--- src/rtl/dma_pkg.sv ---
package dma_pkg;
  typedef enum logic [2:0] {
    S_IDLE, S_REQ, S_SETUP, S_RD, S_WR, S_FIN
  } seq_state_t;
  localparam logic DIR_MEM2IO = 1'b0;
  localparam logic DIR_IO2MEM = 1'b1;
endpackage

--- src/rtl/dma_arb.sv ---
module dma_arb #(
  parameter int NCH = 4,
  localparam int CHW = (NCH > 1) ? $clog2(NCH) : 1
) (
  input  logic [NCH-1:0] req,
  output logic           any,
  output logic [CHW-1:0] idx
);
  always_comb begin
    idx = '0;
    for (int i = NCH - 1; i >= 0; i--) begin
      if (req[i]) idx = CHW'(i);
    end
    any = |req;
  end
endmodule

--- src/rtl/dma_chregs.sv ---
module dma_chregs #(
  parameter int NCH = 4,
  parameter int AW  = 16,
  parameter int CW  = 16,
  localparam int CHW = (NCH > 1) ? $clog2(NCH) : 1
) (
  input  logic           clk,
  input  logic           rst,
  input  logic           cfg_we,
  input  logic [CHW-1:0] cfg_ch,
  input  logic           cfg_dir,
  input  logic [AW-1:0]  cfg_addr,
  input  logic [CW-1:0]  cfg_cnt,
  input  logic           upd,
  input  logic [CHW-1:0] sel_ch,
  output logic [NCH-1:0] armed,
  output logic [AW-1:0]  sel_addr,
  output logic [CW-1:0]  sel_cnt,
  output logic           sel_dir
);
  logic [AW-1:0] addr_q [NCH];
  logic [CW-1:0] cnt_q  [NCH];
  logic          dir_q  [NCH];

  for (genvar g = 0; g < NCH; g++) begin : g_ch
    always_ff @(posedge clk) begin
      if (rst) begin
        addr_q[g] <= '0;
        cnt_q[g]  <= '0;
        dir_q[g]  <= 1'b0;
      end else if (upd && sel_ch == CHW'(g)) begin
        addr_q[g] <= addr_q[g] + AW'(1);
        cnt_q[g]  <= cnt_q[g] - CW'(1);
      end else if (cfg_we && cfg_ch == CHW'(g)) begin
        addr_q[g] <= cfg_addr;
        cnt_q[g]  <= cfg_cnt;
        dir_q[g]  <= cfg_dir;
      end
    end
    assign armed[g] = (cnt_q[g] != '0);
  end

  assign sel_addr = addr_q[sel_ch];
  assign sel_cnt  = cnt_q[sel_ch];
  assign sel_dir  = dir_q[sel_ch];
endmodule

--- src/rtl/dma_seq.sv ---
module dma_seq
  import dma_pkg::*;
#(
  parameter int NCH = 4,
  parameter int AW  = 16,
  parameter int CW  = 16,
  localparam int CHW = (NCH > 1) ? $clog2(NCH) : 1
) (
  input  logic           clk,
  input  logic           rst,
  input  logic           req_any,
  input  logic [CHW-1:0] req_idx,
  input  logic           hlda,
  input  logic [AW-1:0]  ch_addr,
  input  logic [CW-1:0]  ch_cnt,
  input  logic           ch_dir,
  output logic [CHW-1:0] cur_ch,
  output logic           upd,
  output logic           hrq,
  output logic [NCH-1:0] dack,
  output logic [AW-1:0]  addr_out,
  output logic           memr,
  output logic           memw,
  output logic           ior,
  output logic           iow,
  output logic           irq
);
  seq_state_t state;

  assign upd = (state == S_WR);

  always_ff @(posedge clk) begin
    if (rst) begin
      state    <= S_IDLE;
      cur_ch   <= '0;
      hrq      <= 1'b0;
      dack     <= '0;
      addr_out <= '0;
      memr     <= 1'b0;
      memw     <= 1'b0;
      ior      <= 1'b0;
      iow      <= 1'b0;
      irq      <= 1'b0;
    end else begin
      case (state)
        S_IDLE: begin
          irq <= 1'b0;
          if (req_any) begin
            cur_ch <= req_idx;
            hrq    <= 1'b1;
            state  <= S_REQ;
          end
        end
        S_REQ: begin
          if (hlda) begin
            dack  <= {{(NCH-1){1'b0}}, 1'b1} << cur_ch;
            state <= S_SETUP;
          end
        end
        S_SETUP: begin
          addr_out <= ch_addr;
          if (ch_dir == DIR_MEM2IO) memr <= 1'b1;
          else                      ior  <= 1'b1;
          state <= S_RD;
        end
        S_RD: begin
          if (ch_dir == DIR_MEM2IO) iow  <= 1'b1;
          else                      memw <= 1'b1;
          state <= S_WR;
        end
        S_WR: begin
          memr <= 1'b0;
          memw <= 1'b0;
          ior  <= 1'b0;
          iow  <= 1'b0;
          state <= (ch_cnt == CW'(1)) ? S_FIN : S_SETUP;
        end
        S_FIN: begin
          hrq   <= 1'b0;
          dack  <= '0;
          irq   <= 1'b1;
          state <= S_IDLE;
        end
        default: state <= S_IDLE;
      endcase
    end
  end
endmodule

--- src/rtl/flyby_dma.sv ---
module flyby_dma #(
  parameter int NCH = 4,
  parameter int AW  = 16,
  parameter int CW  = 16,
  localparam int CHW = (NCH > 1) ? $clog2(NCH) : 1
) (
  input  logic           clk,
  input  logic           rst,
  input  logic           cfg_we,
  input  logic [CHW-1:0] cfg_ch,
  input  logic           cfg_dir,
  input  logic [AW-1:0]  cfg_addr,
  input  logic [CW-1:0]  cfg_cnt,
  input  logic [NCH-1:0] dreq,
  input  logic           hlda,
  input  logic           tc_rd,
  output logic           hrq,
  output logic [NCH-1:0] dack,
  output logic [AW-1:0]  addr_out,
  output logic           memr,
  output logic           memw,
  output logic           ior,
  output logic           iow,
  output logic           irq,
  output logic [NCH-1:0] tc_rdata
);
  logic [NCH-1:0] armed;
  logic           req_any;
  logic [CHW-1:0] req_idx;
  logic [CHW-1:0] cur_ch;
  logic           upd;
  logic [AW-1:0]  sel_addr;
  logic [CW-1:0]  sel_cnt;
  logic           sel_dir;
  logic [NCH-1:0] tc_flags;
  logic [NCH-1:0] tc_set;

  dma_arb #(.NCH(NCH)) u_arb (
    .req (dreq & armed),
    .any (req_any),
    .idx (req_idx)
  );

  dma_chregs #(.NCH(NCH), .AW(AW), .CW(CW)) u_regs (
    .clk, .rst, .cfg_we, .cfg_ch, .cfg_dir, .cfg_addr, .cfg_cnt,
    .upd, .sel_ch(cur_ch), .armed, .sel_addr, .sel_cnt, .sel_dir
  );

  dma_seq #(.NCH(NCH), .AW(AW), .CW(CW)) u_seq (
    .clk, .rst, .req_any, .req_idx, .hlda,
    .ch_addr(sel_addr), .ch_cnt(sel_cnt), .ch_dir(sel_dir),
    .cur_ch, .upd, .hrq, .dack, .addr_out,
    .memr, .memw, .ior, .iow, .irq
  );

  // a finishing block is flagged when its final word is written
  assign tc_set = (upd && sel_cnt == CW'(1)) ? ({{(NCH-1){1'b0}}, 1'b1} << cur_ch) : '0;

  always_ff @(posedge clk) begin
    if (rst) begin
      tc_flags <= '0;
      tc_rdata <= '0;
    end else if (tc_rd) begin
      tc_rdata <= tc_flags;
      tc_flags <= tc_set;
    end else begin
      tc_flags <= tc_flags | tc_set;
    end
  end
endmodule

--- config.mk ---
export PLATFORM = sky130hd
export DESIGN_NAME = flyby_dma
export DESIGN_NICKNAME = d
export VERILOG_FILES = /design/src/rtl/dma_pkg.sv /design/src/rtl/dma_arb.sv /design/src/rtl/dma_chregs.sv /design/src/rtl/dma_seq.sv /design/src/rtl/flyby_dma.sv
export SDC_FILE = /design/constraint.sdc
export NUM_CORES = 1
export LEC_CHECK = 0
export ABC_AREA = 1
export BUFFER_PORTS_ARGS = -buffer_cell sky130_fd_sc_hd__buf_2
export CAP_MARGIN = 30
export CORE_MARGIN = 5
export CORE_UTILIZATION = 60
export CTS_BUF_LIST = sky130_fd_sc_hd__clkbuf_8
export DETAILED_ROUTE_END_ITERATION = 6
export GPL_TIMING_DRIVEN = 0
export PLACE_DENSITY = 0.87
export SYNTH_ARGS = -nofsm -noshare
export SYNTH_HDL_FRONTEND = slang
export SYNTH_HIERARCHICAL = 1
export SYNTH_SLANG_ARGS = --single-unit
export TNS_END_PERCENT = 1
--- constraint.sdc ---
create_clock -name clk -period 7.2 [get_ports clk]
set_input_delay 1.44 -clock clk [delete_from_list [all_inputs] [get_ports clk]]
set_output_delay 1.44 -clock clk [all_outputs]
set_load 0.02 [all_outputs]
==> impl_metrics.csv <==
group,metric,value,unit
worst_setup_path,worstSetupPathType,"in -> reg",
worst_setup_path,arrival,3.55,ns
synthesis,async_flop_share,0,%
sta,worstMarginPinSlew,0.925,ns
layout,final_cell_mix,"nand2_1 (404), nor2_1 (231), inv_1 (176)",
synthesis,ys_seq_area_share,43.4,%
sta,skew,0.0167,ns
detailed_routing,drtAntennaViolNets,0,
power_and_ir_drop,p_int,1.59,mW
worst_setup_path,crit_required,7.39,ns
sta,fin_tns_setup,0,ns
power_and_ir_drop,power,2.36,mW
worst_setup_path,crit_path_end_kind,"flip-flop",
layout,num_antenna_cells,0,
detailed_routing,dr.pass1.iters,7,
power_and_ir_drop,p_clk_share,29.1,%
layout,drive_gt1_share,11.0,%
outcome,status,"finished with violations",
sta,relSlewSlack,38.3,%
clock_tree,clock-sinks,171,
layout,fin_nets,1662,
sta,fin_crit,3.37,ns
synthesis,synth_top_family_by_area,"simple AND/OR/NAND/NOR gates",
synthesis,ys_types,41,
clock_tree,cts_hold_buf,0,
detailed_routing,drt_iter0_drc,1723,
grt,antenna_found_initial,0,
power_and_ir_drop,ir_drop,131,uV
power_and_ir_drop,powerDensity,197,nW/um^2
grt,grt_max_degree,33,
synthesis,synth_simple_gate_area_share,33.0,%
outcome,violations,"DRC",
synthesis,synth_top_area_cell,"edfxtp_1",
detailed_routing,wl,33.1,mm
synthesis,synth_seq_cells,171,
layout,final_common_cell,"nand2_1",
worst_setup_path,critPathLaunchType,"input pin",
detailed_routing,viasPerCell,6.07,
grt,grt_usage,30.0,%
power_and_ir_drop,seqPwrFrac,50.6,%
clock_tree,clk_latency,0.48,ns
synthesis,postSynthCellCount,1516,
synthesis,yosys.area.top_type_share,36.3,%
power_and_ir_drop,p_leak,5.26,nW
synthesis,netlist_top_cells_area,"edfxtp_1 (36%), nand2_1 (14%), nor2_1 (7.9%)",
clock_tree,clkSlewWorstSetupHoldPaths,0.09,ns
detailed_routing,vias,11200,
clock_tree,cts_resized,0,
sta,fin_crit_sh,46.7,%
synthesis,synthMuxAreaShare,0,%
layout,area_growth,9.94,%
layout,nFillCells,1556,
sta,hold_viol,0,
sta,max_freq,297,MHz
place,place.gp.congestion,0.948,
synthesis,yosys.area_share.adder,1.03,%
synthesis,synth_compound_area_share,13.6,%
clock_tree,cts_tree,"yes",
layout,final_cells,1851,
floorplan,coreArea,18000,sq um
floorplan,rows,49,
sta,fin_hold_ws,0.460,ns
grt,first_global_vias,9910,
floorplan,ioPinCount,74,
synthesis,synth_area,10900,sq um
place,dp_slack,3.44,ns
worst_setup_path,path_max_fanout,17,
synthesis,ys.warnings.count,6,
grt,grt_pass1_wl,51.3,mm
synthesis,synth_nets,1569,
min_path,hp-class,"reg -> reg",
place,dpl.cell_count,1819,
clock_tree,clock_path_buffers,2,
power_and_ir_drop,p_sw_share,32.7,%
floorplan,die-area,21000,sq um
synthesis,synthXorXnorAreaFrac,0.641,%
job,drv_cap,0,
power_and_ir_drop,netSwitchingPower,772,uW
sta,layout_setup_ws,3.83,ns
detailed_routing,wire_per_inst,17.9,microns
clock_tree,clock-root-buffer,"clkbuf_8",
synthesis,syn_avg_cell_area,7.21,sq um
synthesis,synth_enable_flop_cells,132,
place,dpl.hpwl,25.5,mm
clock_tree,htree_levels,4,
floorplan,start_util,60.8,%
sta,drv_slew,0,
place,portBuffers,73,
floorplan,die_x,145,microns
sta,rsz0062_at_grt,"false",
grt,overflow,0,
clock_tree,cts_setup_buffers,0,
power_and_ir_drop,p_comb_share,20.3,%
floorplan,die_h,145,microns
detailed_routing,drc,29,
sta,finalSetupViolCount,0,
synthesis,synthFlopType,"edfxtp_1",
clock_tree,numCtsBuffers,17,
==> cell usage after synthesis, drive strengths merged (2+ instances only) <==
cell type,number
a21oi,58
a22oi,39
a31oi,2
and2,2
buf,23
clkbuf,17
dfxtp,39
edfxtp,132
ha,9
inv,193
nand2,407
nand3,145
nand3b,8
nand4,29
nor2,241
nor3,5
o211ai,2
o21ai,100
o21bai,5
o221ai,22
o22ai,18
or2,9
xor2,7
==> state kept, by name, indices dropped and copies added, names as in the netlist <==
signal	cells
u_seq/hrq	1
u_seq/irq	1
u_seq/state	3
u_seq/dack	4
u_seq/iow	1
tc_rdata	4
u_seq/cur_ch	2
u_seq/addr_out	16
tc_flags	4
u_regs/addr_q	64
u_seq/memr	1
u_seq/memw	1
u_regs/dir_q	4
u_seq/ior	1
u_regs/cnt_q	64
==> cell type report <==
cell class	count	area, sq um	share of cell area, %
plain buffers	40	189	1.57
repair buffers	74	393	3.27
clock buffers	18	248	2.06
inverters	194	728	6.06
clock inverters	14	144	1.20
multi-input cells	1111	5280	44.0
flip-flops and latches	171	4740	39.5
well taps	229	287	2.38
==> worst max-delay path, cell delays in order <==
cell and delay, ns:
buf_2 0.10, nand2_1 0.06, nor2_1 0.34, nand2_2 0.24
nand2_1 0.11, nand2_1 0.13, buf_2 0.23, nand2_1 0.65
buf_16 0.24
==> per-layer routing <==
layer	global-route usage, %	vias to the layer above	part of all wire [%]
met5	0	-	0
met4	8.66	0	2.3
met3	5.99	78	13
met2	48.4	814	46
met1	41.4	5077	39
li1	-	5270	-
==> kinds of logic after synthesis <==
family | Yosys count
fa+ha+maj | 9
compound gates | 248
simple gates | 846
buf+inv | 234
flops | 171
xor+xnor | 8
==> power groups by stage <==
stage	registers (mW)	logic, mW	clock network, mW
floorplan	1.21	0.298	0
global placement	1.21	0.447	0
detailed placement	1.21	0.462	0
CTS	1.19	0.464	0.694
global route	1.20	0.519	0.741
finish	1.20	0.479	0.688
==> metrics by stage <==
step | utilization (%) | cell area, sq um
detailed placement | 64.7 | 11600
finish | 66.9 | 12000
global placement | 64.5 | 11600
global route | 66.9 | 12000
CTS | 66.9 | 12000
floorplan | - | 10900
==> path summary, 6_finish.rpt <==
check,slack (ns),depth (start not counted),start,to
min,0.46,2,tc_rdata[3]$_SDFFE_PP0P_,tc_rdata[3]$_SDFFE_PP0P_
max,3.83,9,cfg_we,u_regs/cnt_q[2][8]$_SDFFCE_PN0P_
max reg2reg,3.86,10,u_seq/state[2]$_SDFFE_PP0P_,u_regs/cnt_q[2][8]$_SDFFCE_PN0P_
min reg2reg,0.46,2,tc_rdata[3]$_SDFFE_PP0P_,tc_rdata[3]$_SDFFE_PP0P_
No activity file was read; power rests on OpenSTA's default activity.
